<file path="config.mk">
export PLATFORM = sky130hd
export DESIGN_NAME = sym_boundary_tagger
export DESIGN_NICKNAME = d
export VERILOG_FILES = /design/src/rtl/sym_tag_pkg.sv /design/src/rtl/sym_size_lut.sv /design/src/rtl/sym_tag_ctrl.sv /design/src/rtl/sym_out_stage.sv /design/src/rtl/sym_boundary_tagger.sv
export SDC_FILE = /design/constraint.sdc
export NUM_CORES = 1
export LEC_CHECK = 0
export ABC_AREA = 1
export BUFFER_PORTS_ARGS = -buffer_cell sky130_fd_sc_hd__clkbuf_2
export CORE_MARGIN = 8
export CORE_UTILIZATION = 45
export CTS_BUF_LIST = sky130_fd_sc_hd__clkbuf_4 sky130_fd_sc_hd__clkbuf_8
export DETAILED_ROUTE_END_ITERATION = 8
export PLACE_DENSITY_LB_ADDON = 0.05
export SETUP_SLACK_MARGIN = 0.05
export SYNTH_ARGS = -nofsm -noshare
export SYNTH_HDL_FRONTEND = slang
export SYNTH_SLANG_ARGS = --single-unit
</file>
<file path="constraint.sdc">
create_clock -name clk -period 4.6 [get_ports clk]
set_input_delay 0.46 -clock clk [delete_from_list [all_inputs] [get_ports clk]]
set_output_delay 0.46 -clock clk [all_outputs]
set_load 0.005 [all_outputs]
</file>
<file path="src/rtl/sym_tag_pkg.sv">
package sym_tag_pkg;

    localparam int RATE_W    = 3;
    localparam int NUM_RATES = 1 << RATE_W;

    typedef logic [RATE_W-1:0] rate_t;

    // One sample of the tagged stream.
    typedef struct packed {
        logic  data;
        logic  sos;
        logic  eos;
        logic  first;
        logic  last;
        rate_t rate;
    } tag_sample_t;

    // Bits carried by one symbol for each rate index.
    function automatic int unsigned sym_bits(rate_t r);
        case (r)
            3'd0:    sym_bits = 24;
            3'd1:    sym_bits = 36;
            3'd2:    sym_bits = 48;
            3'd3:    sym_bits = 72;
            3'd4:    sym_bits = 96;
            3'd5:    sym_bits = 144;
            3'd6:    sym_bits = 192;
            default: sym_bits = 216;
        endcase
    endfunction

endpackage

</file>
<file path="src/rtl/sym_size_lut.sv">
module sym_size_lut
    import sym_tag_pkg::*;
#(
    parameter int SIZE_W = 8
) (
    input  rate_t             rate_i,
    output logic [SIZE_W-1:0] size_o
);

    logic [SIZE_W-1:0] size_tab [NUM_RATES];

    for (genvar g = 0; g < NUM_RATES; g++) begin : g_tab
        assign size_tab[g] = SIZE_W'(sym_bits(rate_t'(g)));
    end

    assign size_o = size_tab[rate_i];

endmodule

</file>
<file path="src/rtl/sym_tag_ctrl.sv">
module sym_tag_ctrl
    import sym_tag_pkg::*;
#(
    parameter int LEN_W  = 16,
    parameter int SIZE_W = 8
) (
    input  logic             clk,
    input  logic             rst_n,
    input  logic             start_i,
    input  logic [LEN_W-1:0] len_i,
    input  rate_t            rate_i,
    input  logic             in_valid_i,
    input  logic             in_bit_i,
    input  logic             can_load_i,
    output logic             in_ready_o,
    output logic             prod_valid_o,
    output tag_sample_t      prod_o
);

    localparam int CNT_W = LEN_W + 1;
    localparam int SUM_W = LEN_W + 2;

    typedef struct packed {
        logic              busy;
        logic [LEN_W-1:0]  len;
        logic [CNT_W-1:0]  consumed;
        logic [SIZE_W-1:0] pos;
        logic [SIZE_W-1:0] size;
        rate_t             rate;
        logic              first;
        logic              last;
    } ctrl_t;

    ctrl_t st_d, st_q;

    rate_t             lut_rate;
    logic [SIZE_W-1:0] lut_size;

    // Idle: the header symbol always uses rate 0. Busy: next symbol's rate.
    assign lut_rate = st_q.busy ? rate_i : '0;

    sym_size_lut #(.SIZE_W(SIZE_W)) i_size_lut (
        .rate_i (lut_rate),
        .size_o (lut_size)
    );

    logic             pad;
    logic             at_end;
    logic             fire;
    logic [CNT_W-1:0] consumed_n;

    always_comb begin
        st_d   = st_q;
        pad    = st_q.consumed >= CNT_W'(st_q.len);
        at_end = st_q.pos == (st_q.size - 1'b1);

        prod_valid_o = st_q.busy && (pad || in_valid_i);
        fire         = prod_valid_o && can_load_i;
        in_ready_o   = st_q.busy && !pad && can_load_i;

        prod_o.data  = pad ? 1'b0 : in_bit_i;
        prod_o.sos   = st_q.pos == '0;
        prod_o.eos   = at_end;
        prod_o.first = st_q.first;
        prod_o.last  = st_q.last;
        prod_o.rate  = st_q.rate;

        consumed_n = st_q.consumed + CNT_W'(!pad);

        if (!st_q.busy) begin
            if (start_i && (len_i != '0)) begin
                st_d.busy     = 1'b1;
                st_d.len      = len_i;
                st_d.consumed = '0;
                st_d.pos      = '0;
                st_d.size     = lut_size;
                st_d.rate     = '0;
                st_d.first    = 1'b1;
                st_d.last     = SUM_W'(lut_size) >= SUM_W'(len_i);
            end
        end else if (fire) begin
            st_d.consumed = consumed_n;
            if (at_end) begin
                if (st_q.last) begin
                    st_d.busy = 1'b0;
                end else begin
                    st_d.pos   = '0;
                    st_d.size  = lut_size;
                    st_d.rate  = rate_i;
                    st_d.first = 1'b0;
                    st_d.last  = (SUM_W'(consumed_n) + SUM_W'(lut_size))
                                 >= SUM_W'(st_q.len);
                end
            end else begin
                st_d.pos = st_q.pos + 1'b1;
            end
        end
    end

    always_ff @(posedge clk or negedge rst_n) begin
        if (!rst_n) begin
            st_q <= '0;
        end else begin
            st_q <= st_d;
        end
    end

endmodule

</file>
<file path="src/rtl/sym_out_stage.sv">
module sym_out_stage
    import sym_tag_pkg::*;
(
    input  logic        clk,
    input  logic        rst_n,
    input  logic        prod_valid_i,
    input  tag_sample_t prod_i,
    input  logic        out_ready_i,
    output logic        can_load_o,
    output logic        out_valid_o,
    output tag_sample_t out_o
);

    typedef struct packed {
        logic        valid;
        tag_sample_t smp;
    } stage_t;

    stage_t stg_d, stg_q;

    always_comb begin
        stg_d      = stg_q;
        can_load_o = !stg_q.valid || out_ready_i;
        if (can_load_o) begin
            stg_d.valid = prod_valid_i;
            if (prod_valid_i) begin
                stg_d.smp = prod_i;
            end
        end
    end

    always_ff @(posedge clk or negedge rst_n) begin
        if (!rst_n) begin
            stg_q <= '0;
        end else begin
            stg_q <= stg_d;
        end
    end

    assign out_valid_o = stg_q.valid;
    assign out_o       = stg_q.smp;

endmodule

</file>
<file path="src/rtl/sym_boundary_tagger.sv">
module sym_boundary_tagger
    import sym_tag_pkg::*;
#(
    parameter int LEN_W  = 16,
    parameter int SIZE_W = 8
) (
    input  logic             clk,
    input  logic             rst_n,
    input  logic             start_i,
    input  logic [LEN_W-1:0] len_i,
    input  logic [2:0]       rate_i,
    input  logic             in_valid_i,
    output logic             in_ready_o,
    input  logic             in_bit_i,
    output logic             out_valid_o,
    input  logic             out_ready_i,
    output logic             out_bit_o,
    output logic             out_sos_o,
    output logic             out_eos_o,
    output logic             out_first_o,
    output logic             out_last_o,
    output logic [2:0]       out_rate_o
);

    logic        can_load;
    logic        prod_valid;
    tag_sample_t prod;
    tag_sample_t out_smp;

    sym_tag_ctrl #(.LEN_W(LEN_W), .SIZE_W(SIZE_W)) i_ctrl (
        .clk          (clk),
        .rst_n        (rst_n),
        .start_i      (start_i),
        .len_i        (len_i),
        .rate_i       (rate_t'(rate_i)),
        .in_valid_i   (in_valid_i),
        .in_bit_i     (in_bit_i),
        .can_load_i   (can_load),
        .in_ready_o   (in_ready_o),
        .prod_valid_o (prod_valid),
        .prod_o       (prod)
    );

    sym_out_stage i_out (
        .clk          (clk),
        .rst_n        (rst_n),
        .prod_valid_i (prod_valid),
        .prod_i       (prod),
        .out_ready_i  (out_ready_i),
        .can_load_o   (can_load),
        .out_valid_o  (out_valid_o),
        .out_o        (out_smp)
    );

    assign out_bit_o   = out_smp.data;
    assign out_sos_o   = out_smp.sos;
    assign out_eos_o   = out_smp.eos;
    assign out_first_o = out_smp.first;
    assign out_last_o  = out_smp.last;
    assign out_rate_o  = out_smp.rate;

endmodule

</file>
# Word level (Yosys, flattened, before mapping)
# Memories as Yosys holds them, arrays and structs flattened.
# Index checks and enable logic that the tools add are counted.
word_totals:
  mem_bits_ro: 64
  register_bits: 64
  n_memories: 1
  out_inout_bits: 10
  word_cells: 63
  inputBits: 25
mem_list:
  columns: ["memory", "depth", "width", "rd", "rd_ports_with_merged_regs", "write_ports", "line", "text"]
  rows:
  - ["(name not given)", 8, 8, 1, 0, 0, "sym_size_lut.sv:16", "assign size_o = size_tab[rate_i];"]
op_classes:
  reduce_logical: 18
  n_bitwise: 2
  addsub: 4
  n_mux: 14
  order_cmp: 4
  eq_ne: 5
op_table:
  columns: ["op", "n"]
  rows:
  - ["two-way mux 38 bit", 2]
  - ["two-way mux 55 bit", 1]
  - ["two-way mux 8 bit", 3]
  - ["two-way mux 21 bit", 1]
  - ["adder 17 x 8 -> 18 bit", 1]
  - ["greater-or-equal comparator 18 x 16 -> 1 bit", 1]
  - ["adder 17 x 1 -> 17 bit", 1]
  - ["greater-or-equal comparator 17 x 16 -> 1 bit", 1]
  - ["greater-or-equal comparator 8 x 16 -> 1 bit", 1]
  - ["nonzero test 16 bit", 1]
  - ["two-way mux 13 bit", 1]
  - ["adder 8 x 1 -> 8 bit, second input constant", 1]
  - ["equality test 8 bit", 1]
  - ["logical NOT 8 bit", 1]
  - ["subtractor 8 x 1 -> 8 bit, second input constant", 1]
  - ["inequality test 2 bit, second input constant", 3]
  - ["AND reduction 2 bit", 3]
  - ["AND reduction 3 bit", 2]
  - ["logical AND 1 bit", 5]
  - ["two-way mux 1 bit", 5]
  - ["greater-or-equal comparator 4 bit, second input constant", 1]
  - ["inverter 3 -> 4 bit", 1]
  - ["AND reduction 4 bit", 1]
  - ["two-way mux 3 bit", 1]
  - ["5 further kinds", 7]

# Longest topological paths before layout
# Gate-level depths: netlist of run 1.
depth:
  depth_word: 11
  mapped_depth: 39
  mapped_depth_nobuf: 39

# Hierarchy
# Synthesis of run 1 repeated with hierarchy kept, for this count alone.
unflattened:
  cells_unflattened: 745
  hier_area_um2: 5337.6
modules_own_cells:
  columns: ["module", "n_inst", "cells_per_inst", "seq_area_each_um2", "area_each_um2"]
  rows:
  - ["sym_tag_ctrl", 1, 683, 1376.3, 4848.4]
  - ["sym_out_stage", 1, 39, 225.2, 367.9]
  - ["sym_size_lut", 1, 23, 0.0, 121.4]

# Least setup slack after synthesis of run 1
# OpenSTA, ideal clock, no wires.
synth_timing:
  kind: "reg-to-reg"
  startpoint: "register i_ctrl.st_q[33] (netlist bit)"
  endpoint: "register i_ctrl.st_q, in the netlist i_ctrl.prod_o[3]"
  slack_ps: 190
  path_buffers: 0
  synth_period_minus_slack_ps: 4410
  t_arrival_ps: 4291
  required_time_ps: 4481
  path_stages_with_launch: 34
  setup_ps: 119
  cell_sequence: "dfrtp_1 > ha_1 > nand2_1 > nor2_1 > nand3_1 > nor2_1 > nor2_1 > nand2_1 > nand2_1 > nand2_1 > inv_1 > ha_1 > ha_1 > xor2_1 > ha_1 > inv_1 > fa_1 > nor3_1 > nor2_1 > nor2_1 > nand3_1 > nor2_1 > nor2_1 > ha_1 > nand2_1 > nor2_1 > a211oi_1 > a21oi_1 > nor2_1 > nand2_1 > inv_1 > nand2_1 > nand2_1 > nand2_1"
synth_via:
  elab_chain_len: 9
  elab_cells_between_ends: 14
  cone_classes: "add/sub: 2; order compare: 2; eq/ne: 1; mux: 4; reduce/logical: 5"
synth_lines:
  columns: ["item", "line", "text"]
  rows:
  - ["from (decl)", "sym_tag_ctrl.sv:34", "ctrl_t st_d, st_q;"]
  - ["from (signal assigned)", "sym_tag_ctrl.sv:104", "st_q <= st_d;"]
  - ["greater-or-equal comparator 17 x 16 -> 1 bit", "sym_tag_ctrl.sv:54", "pad = st_q.consumed >= CNT_W'(st_q.len);"]
  - ["logical NOT 1 bit", "sym_tag_ctrl.sv:68", "consumed_n = st_q.consumed + CNT_W'(!pad);"]
  - ["adder 17 x 1 -> 17 bit", "sym_tag_ctrl.sv:68", null]
  - ["adder 17 x 8 -> 18 bit", "sym_tag_ctrl.sv:91", "st_d.last = (SUM_W'(consumed_n) + SUM_W'(lut_size))"]
  - ["greater-or-equal comparator 18 x 16 -> 1 bit", "sym_tag_ctrl.sv:92", ">= SUM_W'(st_q.len);"]
  - ["two-way mux 21 bit", "sym_tag_ctrl.sv:84", "if (st_q.last) begin"]
  - ["two-way mux 13 bit", "sym_tag_ctrl.sv:83", "if (at_end) begin"]
  - ["two-way mux 38 bit", "sym_tag_ctrl.sv:81", "end else if (fire) begin"]
  - ["two-way mux 38 bit", "sym_tag_ctrl.sv:70", "if (!st_q.busy) begin"]
# Several ways; a longest one is shown, not always the timed one. The select of a mux whose other input is x is not followed.
# A chain may end at the register's enable or synchronous reset.

# Final worst setup path of run 1
# Ends and elaborated chain as after synthesis.

==> results.json, run 1 <==
{
  "status": "completed",
  "fin_cells": 924,
  "crit_slowest_cell": "dfrtp_1",
  "drt_pass1_iterations": 4,
  "num-nets-final": 863,
  "slew_violations": 0,
  "vias": 4730,
  "critPathMaxStageDelay_ps": 410,
  "yosysSeqAreaShare": 0.322,
  "synth_most_common_cell": "nand2_1",
  "cts_buffers": 9,
  "globalRouteMet3Util": 0.0323,
  "areaGrowthSynthToFinish_pct": 30.1,
  "fin_skew_ps": 14.0,
  "synth_top_area_share": 0.322,
  "synth_edf_count": 0,
  "path_max_fanout": 5,
  "hold_viol": 0,
  "row_count": 37,
  "busiest_layer": "met2",
  "cp_common_cell": "nand2_1",
  "r2r_end": "i_ctrl.prod_o[3]",
  "start_util": 0.465,
  "dp_slack_ps": -472,
  "p_per_area_nw_per_um2": 499,
  "r2r_setup_slack_ps": 40,
  "rsz0062_at_grt": "true",
  "ys_seq_elements": 62,
  "timing.hold.ws_ps": 72.5,
  "ys.flop_type": "dfrtp_1",
  "final_area_um2": 6270,
  "worstRegToRegCells": 38,
  "netlist_area_um2": 4820,
  "yosysWarnings": 0,
  "timing.fmax_ghz": 0.219,
  "hold_path.class": "input pin to asynchronous set/reset pin",
  "portBuffers": 34,
  "setup_viol_count_final": 0,
  "grtUsageTotal": 0.194,
  "via_per_inst": 5.12,
  "r2r_start": "i_ctrl.st_q[33]",
  "crit_type": "register to register",
  "synthArstFlopShare": 1.00,
  "worstPathRequired_ps": 4840,
  "drive_gt1_frac": 0.247,
  "core_area_um2": 10400,
  "wire_per_inst_um": 14.8,
  "overflow": 0,
  "grtUsageMet2": 0.303,
  "setup_ws_ps": 40.2,
  "arrival_ps": 4800,
  "die_h_um": 120,
  "ant_nets": 0,
  "dpl_cell_area_um2": 5560,
  "slew_headroom": 0.417,
  "wirelength_um": 13700,
  "num_io_pins": 35,
  "clock_path_buffers": 2,
  "grt_max_degree": 43,
  "multiInputGateArea_um2": 3180,
  "p_total_uw": 3130,
  "met1_usage": 0.259,
  "antenna_cells": 0,
  "synth_cell_type_count": 36,
  "die_area_um2": 14300,
  "cts_num_sinks": 62,
  "period_share": 0.991,
  "max_cap_viol_count": 0,
  "die_w_um": 120,
  "yosys.area.top_type": "dfrtp_1",
  "ir_drop_mv": 0.226,
  "dpl.hpwl_um": 10300,
  "clock_latency_ps": 370,
  "grt_antenna_before_repair": 0,
  "start_kind": "register",
  "gp_congestion": 0.914,
  "grt_pass1_wl_um": 22500,
  "ctsHtreeMaxLevel": 3,
  "syn_inst": 676,
  "drc": 0,
  "first_global_vias": 4597,
  "avgSynthCellArea_um2": 7.13,
  "dp.cells": 892,
  "worst_slew_pin_slew_ps": 865,
  "cts_tree": "yes",
  "cts_root_buffer": "clkbuf_8",
  "nFillCells": 1003,
  "crit_path_end_kind": "register",
  "clkSlewWorstSetupHoldPaths_ps": 80,
  "synth_nets": 756,
  "ys_top_cells_by_count": "nand2_1, inv_1, nor2_1, dfrtp_1, ha_1",
  "period_minus_slack_ps": 4560,
  "drt_iter0_markers": 276,
  "synthTopCellsByArea": "dfrtp_1, nand2_1, ha_1",
  "leakagePower_uw": 0.00334,
  "seqCellArea_um2": 1550
}
sequential cells by signal, summed over array words and instances, names as in the netlist:
register           count
i_ctrl.prod_o          5
i_ctrl.st_q           48
i_out.out_o            8
i_out.out_valid_o      1
layout make-up:
type | count | area share
repair buffers | 113 | 0.122
well taps | 136 | 0.0271
flip-flops and latches | 62 | 0.247
inverters | 96 | 0.0575
clock buffers | 9 | 0.0198
clock inverters | 7 | 0.0192
multi-input cells | 501 | 0.507
cells in the final DEF, fill, tap and decap left out, types with 5 or more instances in the layout:
master,n
xnor2_1,9
inv_2,10
nand4_1,14
ha_4,9
nand2_4,5
clkbuf_8,9
nor2_1,61
nand3_1,39
xor2_1,17
o22ai_1,10
nor2_2,5
dfrtp_1,62
nand2_1,173
a21oi_1,19
clkbuf_2,33
o21ai_0,34
nor3_1,6
buf_4,78
nand2_2,11
nand3_2,5
ha_1,44
inv_1,85
routing by layer:
metal	vias up	wire, um
li1	2387	-
met1	2221	6520
met2	102	6220
met3	20	640
met4	0	306
met5	-	0
worst max path at each step:
stage / cells past startpoint / from / endpoint
floorplan: 33 / i_ctrl.st_q[33] / i_ctrl.prod_o[3]
global placement: 33 / i_ctrl.st_q[33] / i_ctrl.prod_o[3]
detailed placement: 33 / i_ctrl.st_q[33] / i_ctrl.prod_o[3]
CTS: 38 / i_ctrl.st_q[47] / i_ctrl.prod_o[3]
global route: 39 / i_ctrl.st_q[48] / i_ctrl.prod_o[3]
finish: 38 / i_ctrl.st_q[33] / i_ctrl.prod_o[3]
kinds of logic (layout without fill, tap and decap cells):
group	Yosys count	count (layout)	share of synthesized area
buffers and inverters	113	225	0.0908
adder cells (fa/ha/maj)	55	55	0.144
XOR/XNOR	33	33	0.0600
AO/OA/AOI/OAI	78	78	0.0908
AND/OR/NAND/NOR	335	335	0.292
flip-flops	62	62	0.322
critical path: cells and delay by family (launching register included):
kind | cells | cell delay, ps
AO/OA/AOI/OAI | 2 | 230
buffers and inverters | 4 | 210
flip-flops | 1 | 410
XOR/XNOR | 2 | 360
adder cells (fa/ha/maj) | 5 | 1260
AND/OR/NAND/NOR | 25 | 1980
through the flow:
step           utilization  TNS [ps]
6_report             0.605         0
5_1_grt              0.605      -272
4_1_cts              0.585         0
3_5_place_dp         0.536      -472
3_3_place_gp         0.536      -290
2_1_floorplan            -         0
repair_timing:
action                     CTS  global route
buffers inserted            11             5
resized for setup           37            38
hold buffers                 0             0
setup endpoints to repair    1             1
pin swaps                   16            29
power breakdown:
part           internal, uW  switching (uW)
Sequential              670             102
Clock                   362             253
Combinational           778             964
No activity file was read; power rests on OpenSTA's default activity.
==> run 2, diff against run 1 <==
--- a/config.mk
+++ b/config.mk
@@ -6,6 +6,7 @@
 export NUM_CORES = 1
 export LEC_CHECK = 0
 export ABC_AREA = 1
+export ABC_CLOCK_PERIOD_IN_PS = 4600
 export BUFFER_PORTS_ARGS = -buffer_cell sky130_fd_sc_hd__clkbuf_2
 export CORE_MARGIN = 8
 export CORE_UTILIZATION = 45
@@ -15,4 +16,5 @@
 export SETUP_SLACK_MARGIN = 0.05
 export SYNTH_ARGS = -nofsm -noshare
 export SYNTH_HDL_FRONTEND = slang
+export SYNTH_HIERARCHICAL = 1
 export SYNTH_SLANG_ARGS = --single-unit
==> run 2 against run 1 <==
- sequential power up 1%
- non-clock buffer count down 28
- worst setup slack better by 70 ps
- routed wire length up 8.0%
- design area up 2.7%
- synthesized cell count up 10%
- flip-flop and latch count up 2
- fmax up 1.5%
- global-route usage down 0.73 points
- highest routed layer unchanged
- clock skew up 1.5 ps
==> results.json, run 2 <==
{
  "dp_slack_ps": -210,
  "fin_skew_ps": 15.5,
  "netlist_area_um2": 5340,
  "via_per_inst": 5.07,
  "first_global_vias": 4654,
  "crit_type": "register to register",
  "syn_inst": 745,
  "max_cap_viol_count": 0,
  "rsz0062_at_grt": "true",
  "swShare": 0.428,
  "setup_viol_count_final": 0,
  "ir_drop_mv": 0.257,
  "path_max_fanout": 4,
  "dpl.hpwl_um": 11000,
  "ys_top_cells_by_count": "nand2_1, inv_1, dfrtp_1, ha_1, nor2_1",
  "pwr-share-clk": 0.195,
  "drive_gt1_frac": 0.230,
  "vias": 4908,
  "num-nets-final": 903,
  "largest_reg_flops": 50,
  "die_h_um": 125,
  "cp_common_cell": "nand2_2",
  "clock_path_buffers": 2,
  "ctsHtreeMaxLevel": 3,
  "drt_pass1_iterations": 5,
  "setup_ws_ps": 110,
  "grt_antenna_before_repair": 0,
  "leakagePower_uw": 0.00338,
  "wire_per_inst_um": 15.3,
  "pwr-share-comb": 0.531,
  "cts_tree": "yes",
  "die_w_um": 125,
  "cts_buffers": 9,
  "drc": 0,
  "avgSynthCellArea_um2": 7.16,
  "drt_iter0_markers": 278,
  "synth_most_common_cell": "nand2_1",
  "overflow": 0,
  "r2r_setup_slack_ps": 110,
  "yosys.area.top_type": "dfrtp_1",
  "clkSlewWorstSetupHoldPaths_ps": 80,
  "row_count": 39,
  "slew_headroom": 0.423,
  "hold_viol": 0,
  "r2r_start": "i_ctrl/st_q[31]",
  "wirelength_um": 14800,
  "cts_root_buffer": "clkbuf_8",
  "period_minus_slack_ps": 4490,
  "synthTopCellsByArea": "dfrtp_1, nand2_1, ha_1",
  "gp_congestion": 0.895,
  "clock_latency_ps": 370,
  "slew_violations": 0,
  "cts_num_sinks": 64,
  "synth_top_area_share": 0.300,
  "antenna_cells": 0,
  "worst_slew_pin_slew_ps": 865,
  "crit_family": "simple AND/OR/NAND/NOR gates",
  "core_area_um2": 11500,
  "r2r_end": "i_ctrl/prod_o[3]",
  "synthArstFlopShare": 1.00,
  "yosysSeqAreaShare": 0.300,
  "synth_edf_count": 0,
  "crit_slowest_cell": "dfrtp_1",
  "crit_path_end_kind": "register",
  "num_io_pins": 35,
  "cp_num_buf_inv": 2,
  "period_share": 0.976,
  "fin_setup_tns_ps": 0,
  "critPathMaxStageDelay_ps": 410,
  "yosysWarnings": 6,
  "status": "completed",
  "hold_path.class": "input pin to asynchronous set/reset pin",
  "layout_common_cells": "nand2_1, inv_1, dfrtp_1",
  "internal_power_uw": 1630,
  "power_frac_seq": 0.274,
  "start_util": 0.463,
  "die_area_um2": 15600,
  "final_common_cell": "nand2_1",
  "start_kind": "register",
  "grt_max_degree": 65,
  "grt_pass1_wl_um": 23400,
  "max_flop_register": "i_ctrl/st_q",
  "switchingPower_uw": 1220,
  "portBuffers": 34,
  "nFillCells": 1090,
  "timing.fmax_ghz": 0.223,
  "ys_seq_elements": 64,
  "ant_nets": 0,
  "arrival_ps": 4750,
  "p_per_area_nw_per_um2": 443,
  "grtUsageTotal": 0.187,
  "areaGrowthSynthToFinish_pct": 20.6,
  "cts_hold_buf": 0,
  "cp.depth": 33,
  "p_total_uw": 2850,
  "ys.flop_type": "dfrtp_1",
  "worstRegToRegCells": 33,
  "worstPathRequired_ps": 4860,
  "synth_cell_type_count": 43
}
run 2: changes by cell type after synthesis, moves of 4 or more:
cell	before	now
nand2_1	186	203
nor2_1	69	52
inv_1	95	111
o21ai_1	0	14
a21oi_1	20	30
buf_4	1	11
clkbuf_1	13	3
o22ai_1	10	1
nand2_4	1	9
nor2_2	0	7
inv_2	0	4
nor3_1	8	12
run 2: final cells by class:
class	instances	area, um^2	area share
clock inverters	6	83.8	0.0130
multi-input cells	543	3440	0.534
well taps	143	179	0.0278
clock buffers	10	131	0.0204
flip-flops and latches	64	1600	0.249
inverters	117	444	0.0690
repair buffers	85	557	0.0865
run 2: per-stage QoR:
stage          hold WS [ps]  instances  cell area, um^2   util
6_report                275        968             6440  0.559
5_1_grt                 314        968             6440  0.559
4_1_cts                 298        959             6150  0.534
3_5_place_dp            459        941             5840  0.507
3_3_place_gp            456        941             5840  0.507
2_1_floorplan           164        746             5340      -
run 2: metal layers:
layer	vias up	share of wire	global-route usage
li1	2514	-	-
met1	2311	0.45	0.223
met2	69	0.50	0.331
met5	-	0	0
met3	14	0.035	0.0330
met4	0	0.014	0.0652
run 2: kinds of logic (layout without fill, tap and decap cells):
family / after synthesis / in the layout / synth area share
AOI/OAI and AO/OA: 95 / 95 / 0.0982
DFF: 64 / 64 / 0.300
other: 1 / 2 / 0.000703
adders and majority gates: 58 / 58 / 0.137
buffers and inverters: 139 / 218 / 0.111
xor gates and xnor gates: 31 / 31 / 0.0509
and+or+nand+nor: 357 / 357 / 0.301
run 2: what timing repair did:
item                                    4_1_cts  5_1_grt
gates resized for setup                      20       39
setup buffers                                 2        9
endpoints found under the setup margin        1        1
pin swaps                                     3       30
cloned                                        0        0
run 2: power groups by stage:
stage	combinational (uW)	clock, uW	sequential, uW
6_report	1520	555	783
2_1_floorplan	915	0	777
5_1_grt	1690	588	798
3_5_place_dp	1320	0	782
3_3_place_gp	1300	0	779
4_1_cts	1380	571	774
run 2: worst max path at each step:
stage,startpoint,end,slack (ps)
finish,i_ctrl/st_q[31],i_ctrl/prod_o[3],110
global route,i_ctrl/st_q[46],i_ctrl/prod_o[3],-210
CTS,i_ctrl/st_q[29],i_ctrl/prod_o[3],70
detailed placement,i_ctrl/st_q[33],i_ctrl/prod_o[3],-210
global placement,i_ctrl/st_q[33],i_ctrl/prod_o[3],-70
floorplan,i_ctrl/st_q[23],i_ctrl/prod_o[3],180
